===== config.mk =====
export PLATFORM = sky130hd
export DESIGN_NAME = seu_reload_seq
export DESIGN_NICKNAME = d
export VERILOG_FILES = /design/src/rtl/seu_pkg.sv /design/src/rtl/seu_sat_cnt.sv /design/src/rtl/seu_step_tmr.sv /design/src/rtl/seu_reload_seq.sv
export SDC_FILE = /design/constraint.sdc
export NUM_CORES = 1
export LEC_CHECK = 0
export ABC_AREA = 1
export BUFFER_PORTS_ARGS = -buffer_cell sky130_fd_sc_hd__buf_2
export CAP_MARGIN = 20
export CELL_PAD_IN_SITES_DETAIL_PLACEMENT = 0
export CELL_PAD_IN_SITES_GLOBAL_PLACEMENT = 2
export CORE_MARGIN = 10
export CORE_UTILIZATION = 30
export DETAILED_ROUTE_END_ITERATION = 10
export PLACE_DENSITY = 0.88
export SETUP_SLACK_MARGIN = 0.4
export SLEW_MARGIN = 40
export SYNTH_ARGS = -nofsm -noshare
export SYNTH_HDL_FRONTEND = slang
export SYNTH_SLANG_ARGS = --single-unit

===== constraint.sdc =====
create_clock -name clk -period 1.8 [get_ports clk]
set_clock_uncertainty 0.05 [all_clocks]
set_input_delay 0.27 -clock clk [delete_from_list [all_inputs] [get_ports clk]]
set_output_delay 0.27 -clock clk [all_outputs]
set_load 0.05 [all_outputs]

===== src/rtl/seu_pkg.sv =====
// Shared types for the soft-error reload sequencer.
// Assumes nothing beyond a two-bit state encoding.
package seu_pkg;
    typedef enum logic [1:0] {
        ST_IDLE  = 2'd0,
        ST_PULSE = 2'd1,
        ST_WFALL = 2'd2,
        ST_WRISE = 2'd3
    } seq_st_t;
endpackage


===== src/rtl/seu_sat_cnt.sv =====
// Saturating up-counter: adds one per cycle with inc high and holds at all-ones.
// Assumes synchronous active-low reset.
module seu_sat_cnt #(
    parameter int W = 8
) (
    input  logic         clk,
    input  logic         rst_n,
    input  logic         inc,
    output logic [W-1:0] count
);
    // Count up, stopping at the maximum value.
    always_ff @(posedge clk) begin
        if (!rst_n)
            count <= '0;
        else if (inc && (count != {W{1'b1}}))
            count <= count + 1'b1;
    end
endmodule


===== src/rtl/seu_step_tmr.sv =====
// Cycle timer for the current sequencer phase: cleared by clr, otherwise counts up
// and holds at its maximum. Assumes W is wide enough for the longest window.
module seu_step_tmr #(
    parameter int W = 4
) (
    input  logic         clk,
    input  logic         rst_n,
    input  logic         clr,
    output logic [W-1:0] count
);
    // Restart on phase change, otherwise advance without wrapping.
    always_ff @(posedge clk) begin
        if (!rst_n || clr)
            count <= '0;
        else if (count != {W{1'b1}})
            count <= count + 1'b1;
    end
endmodule


===== src/rtl/seu_reload_seq.sv =====
// Soft-error reload sequencer. It takes upset events while idle and then either
// reports them or drives a program pulse and watches done fall and rise again,
// each step bounded by a timeout. Assumes cfg_done_i is synchronous to clk and
// err_evt_i marks one event per high cycle.
module seu_reload_seq #(
    parameter int PULSE_CYC = 4,
    parameter int FALL_TMO  = 8,
    parameter int RISE_TMO  = 16,
    parameter int CNT_W     = 8
) (
    input  logic             clk,
    input  logic             rst_n,
    input  logic             err_evt_i,
    input  logic             auto_mode_i,
    input  logic             ack_i,
    input  logic             cfg_done_i,
    output logic             prog_n_o,
    output logic             busy_o,
    output logic             err_flag_o,
    output logic             reload_ok_o,
    output logic             reload_fail_o,
    output logic [CNT_W-1:0] err_cnt_o,
    output logic [CNT_W-1:0] ok_cnt_o
);
    import seu_pkg::*;

    localparam int MAX_A = (PULSE_CYC > FALL_TMO) ? PULSE_CYC : FALL_TMO;
    localparam int MAX_W = (MAX_A > RISE_TMO) ? MAX_A : RISE_TMO;
    localparam int TW    = $clog2(MAX_W + 1);
    localparam logic [TW-1:0] PULSE_LAST = TW'(PULSE_CYC - 1);
    localparam logic [TW-1:0] FALL_LAST  = TW'(FALL_TMO - 1);
    localparam logic [TW-1:0] RISE_LAST  = TW'(RISE_TMO - 1);

    seq_st_t       state, nxt;
    logic [TW-1:0] tmr;
    logic          take_evt, set_ok, set_fail, tmr_clr;

    // An upset is only taken while no reload is running.
    assign take_evt = (state == ST_IDLE) && err_evt_i;
    assign tmr_clr  = (nxt != state);

    // Next-state and outcome decode.
    always_comb begin
        nxt      = state;
        set_ok   = 1'b0;
        set_fail = 1'b0;
        unique case (state)
            ST_IDLE:  if (take_evt && auto_mode_i) nxt = ST_PULSE;
            ST_PULSE: if (tmr == PULSE_LAST) nxt = ST_WFALL;
            ST_WFALL: begin
                if (!cfg_done_i) begin
                    nxt = ST_WRISE;
                end else if (tmr == FALL_LAST) begin
                    nxt      = ST_IDLE;
                    set_fail = 1'b1;
                end
            end
            ST_WRISE: begin
                if (cfg_done_i) begin
                    nxt    = ST_IDLE;
                    set_ok = 1'b1;
                end else if (tmr == RISE_LAST) begin
                    nxt      = ST_IDLE;
                    set_fail = 1'b1;
                end
            end
            default:  nxt = ST_IDLE;
        endcase
    end

    // State register.
    always_ff @(posedge clk) begin
        if (!rst_n)
            state <= ST_IDLE;
        else
            state <= nxt;
    end

    // Sticky status flags; a set in the same cycle wins over the acknowledge.
    always_ff @(posedge clk) begin
        if (!rst_n) begin
            err_flag_o    <= 1'b0;
            reload_ok_o   <= 1'b0;
            reload_fail_o <= 1'b0;
        end else begin
            err_flag_o    <= take_evt | (err_flag_o    & ~ack_i);
            reload_ok_o   <= set_ok   | (reload_ok_o   & ~ack_i);
            reload_fail_o <= set_fail | (reload_fail_o & ~ack_i);
        end
    end

    seu_step_tmr #(.W(TW)) u_tmr (
        .clk   (clk),
        .rst_n (rst_n),
        .clr   (tmr_clr),
        .count (tmr)
    );

    seu_sat_cnt #(.W(CNT_W)) u_err_cnt (
        .clk   (clk),
        .rst_n (rst_n),
        .inc   (take_evt),
        .count (err_cnt_o)
    );

    seu_sat_cnt #(.W(CNT_W)) u_ok_cnt (
        .clk   (clk),
        .rst_n (rst_n),
        .inc   (set_ok),
        .count (ok_cnt_o)
    );

    assign prog_n_o = (state != ST_PULSE);
    assign busy_o   = (state != ST_IDLE);
endmodule


---- Yosys cells after proc, flatten, opt, wreduce, memory -nomap -nowiden ----
Index checks and enable logic that the tools add are counted.
cells by class
  divide/modulo/power cells ............... 0
  multiply operators ...................... 0
  equality and inequality tests ........... 11
  add/subtract/negate cells ............... 3
  shift operators ......................... 0
  reductions and logical operators ........ 8
  muxes and demuxes ....................... 14
  bitwise operators ....................... 7
  magnitude comparators ................... 0
operators by type and width
  operator                                        number
  adder 8 x 1 -> 8 bit (second input constant)    2
  != test 8 bit (second input constant)           2
  2-to-1 mux 2 bit                                6
  one-hot mux 2 bit (4 select lines)              1
  2-to-1 mux 1 bit                                6
  adder 5 x 1 -> 5 bit (second input constant)    1
  == test 5 x 2 -> 1 bit (second input constant)  1
  == test 5 x 3 -> 1 bit (second input constant)  1
  == test 5 x 4 -> 1 bit (second input constant)  1
  != test 5 bit (second input constant)           1
  == test 2 bit (second input constant)           2
  logical AND 1 bit                               4
  bitwise AND 1 bit                               3
  bitwise OR 1 bit                                3
  == test 2 x 1 -> 1 bit (second input constant)  1
  zero test 2 bit                                 1
  != test 2 x 1 -> 1 bit (second input constant)  1
  != test 2 bit                                   1
  one-hot mux 1 bit (2 select lines)              1
  nonzero test 2 bit                              1
  zero test 1 bit                                 1
  logical OR 1 bit                                1
  inverter 1 bit                                  1
storage, ports and cells
  memories ................................ 0
  output and inout bits ................... 21
  word-level logic and storage cells ...... 50
  bits of input ports ..................... 6
  bits in latches ......................... 0
  ROM bits ................................ 0
  flip-flop bits (word level) ............. 26
  bits in writable memories ............... 0

---- Longest topological paths before layout ----
  depth after elaboration ................. 7
  mapped depth ............................ 14
  gate-level depth less buffers ........... 14

---- By module ----
Synthesis repeated with hierarchy kept, for this count alone.
unflattened totals
  cells, all modules ...................... 240
  area total of the unflattened synthesis .. 1591.5 sq um
modules (own cells, without submodules)
  module          area each (sq um)  seq. area each (sq um)  cells an instance  times used
  seu_sat_cnt     496.7              160.2                   76                 2
  seu_reload_seq  351.6              100.1                   56                 1
  seu_step_tmr    246.5              100.1                   32                 1

---- Worst setup path before layout ----
OpenSTA, ideal clock, no wires.
  path type ............................... register to register
  from .................................... register u_ok_cnt.count[0]
  to ...................................... register u_ok_cnt.count[5]
  slack ................................... 12 ps
  period minus slack after synthesis ...... 1788 ps
  data required time ...................... 1679 ps
  arrival ................................. 1666 ps
  setup time .............................. 71 ps
  buffers on the path ..................... 0
  cell stages (with the launch flop) ...... 8
  cell sequence ........................... dfxtp_1 > ha_1 > inv_1 > nor3_2 > a21oi_4 > inv_2 > nand2_1 > a21oi_1
on the way
  cells in the longest elaborated chain, start to end .. 2
  elaborated cells on any way between the ends .. 3
  those cells by class .................... 1 x add/sub; 1 x eq/ne; 1 x reduce/logical
ends and longest elaborated chain
  item                                                                          RTL line           source
  start: declaration                                                            seu_sat_cnt.sv:9   output logic [W-1:0] count
  start signal: assignment                                                      seu_sat_cnt.sv:16  count <= count + 1'b1;
  parallel branches: the longest is 2 deep, another holds adder 8 x 1 -> 8 bit  -
Parallel ways; which one is timed is not known.
A chain may end at the register's enable or synchronous reset.

---- Final worst setup path ----
  from .................................... register u_tmr.count[0]
  to ...................................... register u_tmr.count[1]
on the way
  cells in the longest elaborated chain, start to end .. 6
  elaborated cells on any way between the ends .. 13
  those cells by class .................... 1 x add/sub; 5 x eq/ne; 6 x mux; 1 x reduce/logical
ends and longest elaborated chain
  item                                                                     RTL line                                    source
  start: declaration                                                       seu_step_tmr.sv:9                           output logic [W-1:0] count
  start signal: assignment                                                 seu_step_tmr.sv:16                          count <= count + 1'b1;
  == test 5 x 4 -> 1 bit / == test 5 x 3 -> 1 bit (equally long branches)  seu_reload_seq.sv:62, seu_reload_seq.sv:53
  2-to-1 mux 2 bit (on tied branches)                                      seu_reload_seq.sv:62, seu_reload_seq.sv:53
  2-to-1 mux 2 bit (on tied branches)                                      seu_reload_seq.sv:59, seu_reload_seq.sv:51
  one-hot mux 2 bit (4 select lines)                                       seu_reload_seq.sv:47                        unique case (state)
  != test 2 bit                                                            seu_reload_seq.sv:40                        assign tmr_clr = (nxt != state);
  logical OR 1 bit                                                         seu_step_tmr.sv:13                          if (!rst_n || clr)
Several ways; a longest one is shown, not always the timed one.

==> impl_metrics.ini <==
[grt]
antenna_found_initial = 0
gr-usage-all-layers_pct = 8.96
grt_pass1_wl_um = 5780
overflow = 0
grt_max_degree = 16
grt_pass1_vias = 1296

[worst_setup_path]
r2r-start = u_tmr.count[0]
cp_slowest_cell = dfxtp_2
cp-end-kind = flip-flop
cp_cell_sequence = ha_4 > inv_2 > nor3_4 > ha_2 > inv_1 > nor2_1 > nor2_1 > nand2_1 > nand2_1 > nand2_1 > nand2_2 > inv_2 > nand2_4 > nor2_1
worstPathRequired_ns = 1.96
path_class = flip-flop to flip-flop
crit_arrival_ns = 1.83
path_buf_inv = 3
reg2reg_slack_ns = 0.13
path_delay_family = simple AND/OR/NAND/NOR gates
cp-start-kind = flip-flop
crit_fanout = 5
crit_path_start = u_tmr.count[0]
slowest_delay_ns = 0.37

[synthesis]
yosysWarnings = 0
ys_seq_area_share_pct = 37.4
synthesis.nets = 208
avgSynthCellArea_um2 = 7.07
synth-seq-cells = 26
syn_inst = 197
synth_cell_types = 25
synth_area_um2 = 1390

[floorplan]
fp.dieH_um = 88.1
die_w_um = 88.1
start_util_pct = 31.5
boundaryPins = 27
rows = 24
die-area_um2 = 7770
core_area_um2 = 4410

[power_and_ir_drop]
p_switching_w = 0.000340
internal_power_w = 0.000965
power_frac_seq_pct = 46.2
pwr_density_cell_nw_per_um2 = 641
peakVddDrop_mv = 0.344
switching_share_pct = 26.1
leakagePower_nw = 0.928
comb_power_share_pct = 16.0
p_clk_share_pct = 37.8
power_w = 0.00131

[place]
place.gp.congestion = 0.751
place_area_um2 = 1690
port_buffers = 26
hpwl_um = 2550
dp_cells = 277

[final_layout]
ff_latch_area_um2 = 564
multi_input_area_um2 = 900
area_growth_pct = 46.3
drive_gt1_share_pct = 47.4
final_cells = 303
layout.nets = 263
antennaDiodeCount = 0
final_cell_area_um2 = 2040
fill_cells = 458

[timing]
hold_viol_final = 0
setup_tns_ns = 0
drv_slew = 0
tightest_slew_ns = 0.270
rsz0062_at_grt = yes
slew_headroom_pct = 82.0
max_clock_freq_ghz = 0.599
finalSetupViolCount = 0
fin_crit_sh_pct = 92.8
fin_crit_ns = 1.67

[job]
cap_violations = 0

[clocking]
clock_latency_ns = 0.27
cts_inserted_buffers = 3
clock-sinks = 26
cts_tree = done
clkTransAtPathRegs_ns = 0.10
h-tree-depth = 1
clockBufferDepth = 2
cts-root-buf = clkbuf_8
cts_hold_buf = 0

[detailed_routing]
drt-pass1-iter-count = 4
drtAntennaViolNets = 0
drt_iter0_markers = 32
vias_per_cell = 4.60
drt-wirelength-per-cell_um = 11.8
vias = 1395
drc = 0
totalWireLength_um = 3590

[min_path]
hp-start = auto_mode_i
hold_class = input pin to flip-flop

[run_status]
status = finished, final reports clean
## cell usage after synthesis (all sizes together)
master | number | area [um^2]
nor3 | 6 | 35.0
ha | 5 | 62.6
xnor2 | 5 | 43.8
nand4 | 2 | 12.5
clkbuf | 1 | 3.75
nand2 | 52 | 210
a21oi | 20 | 111
nand3 | 8 | 45.0
clkinv | 1 | 3.75
inv | 24 | 90.1
mux2i | 1 | 10.0
a31oi | 2 | 12.5
nor2 | 28 | 118
o21ai | 8 | 43.8
xor2 | 8 | 70.1
dfxtp | 26 | 521
## state kept, by name, summed over array words and instances (netlist names)
name             count
u_err_cnt.count      8
u_ok_cnt.count       8
u_tmr.count          5
state                2
err_flag_o           1
reload_fail_o        1
reload_ok_o          1
## routing by layer
metal | up-vias | global-route usage (%) | part of all wire (%)
met2 | 14 | 15.7 | 50
met4 | 0 | 2.14 | 0.33
li1 | 738 | - | -
met5 | - | 0 | 0
met3 | 2 | 2.23 | 5.2
met1 | 641 | 10.7 | 44
## layout by cell type (no fill, tap or decap), drive strengths merged
master / instances
a31oi: 2
nand4: 2
dfxtp: 26
bufinv: 1
xnor2: 5
clkbuf: 3
inv: 24
clkinv: 1
buf: 50
nand3: 8
nor2: 28
o21ai: 8
ha: 5
nor3: 6
xor2: 8
nand2: 52
mux2i: 1
a21oi: 21
## final timing paths
path,endpoint,cells after the start
worst min-delay path,state[0],3
worst max register to register,u_tmr.count[1],14
worst min register to register,err_flag_o,2
worst max-delay path,u_tmr.count[1],14
## power groups by stage
stage,Clock [W],Combinational (W),Sequential (W)
after detailed placement,0,0.000159,0.000620
after floorplan,0,0.0000885,0.000644
after CTS,0.000511,0.000191,0.000604
after global routing,0.000538,0.000234,0.000605
final,0.000494,0.000209,0.000603
after global placement,0,0.000158,0.000620
## what timing repair did
item / CTS / global route
setup buffers: 9 / 12
resized for setup: 10 / 24
pin swaps: 9 / 11
setup endpoints to repair: 15 / 23
gates cloned: 0 / 1
## cells by family after synthesis
logic type,synth area share [%]
xor gates and xnor gates,8.18
and+or+nand+nor,30.2
AOI/OAI and AO/OA,12.0
adders and majority gates,4.49
muxes,0.719
DFF,37.4
buffers and inverters,7.01
## tightest hold or removal path, delay by kind of cell
family                 cells  cell delay, ns
AO/OA/AOI/OAI              1            0.06
buffers and inverters      1            0.11
AND/OR/NAND/NOR            1            0.07
## metrics by stage
stage	worst slack [ns]	hold slack [ns]	utilization (%)
finish	0.130	0.222	46.1
global route	-0.0611	0.216	46.1
CTS	0.156	0.216	42.1
detailed placement	0.0840	0.402	38.4
global placement	0.124	0.401	38.4
floorplan	0.226	0.346	-
## cell type report
type,count,share of cell area (%)
inverter,25,4.98
sequential,26,27.7
timing repair buffer,50,16.5
multi-input combinational,146,44.2
clock buffer,3,2.03
tap,52,3.19
clock inverter,1,1.47
(Power assumes the default switching activity.)
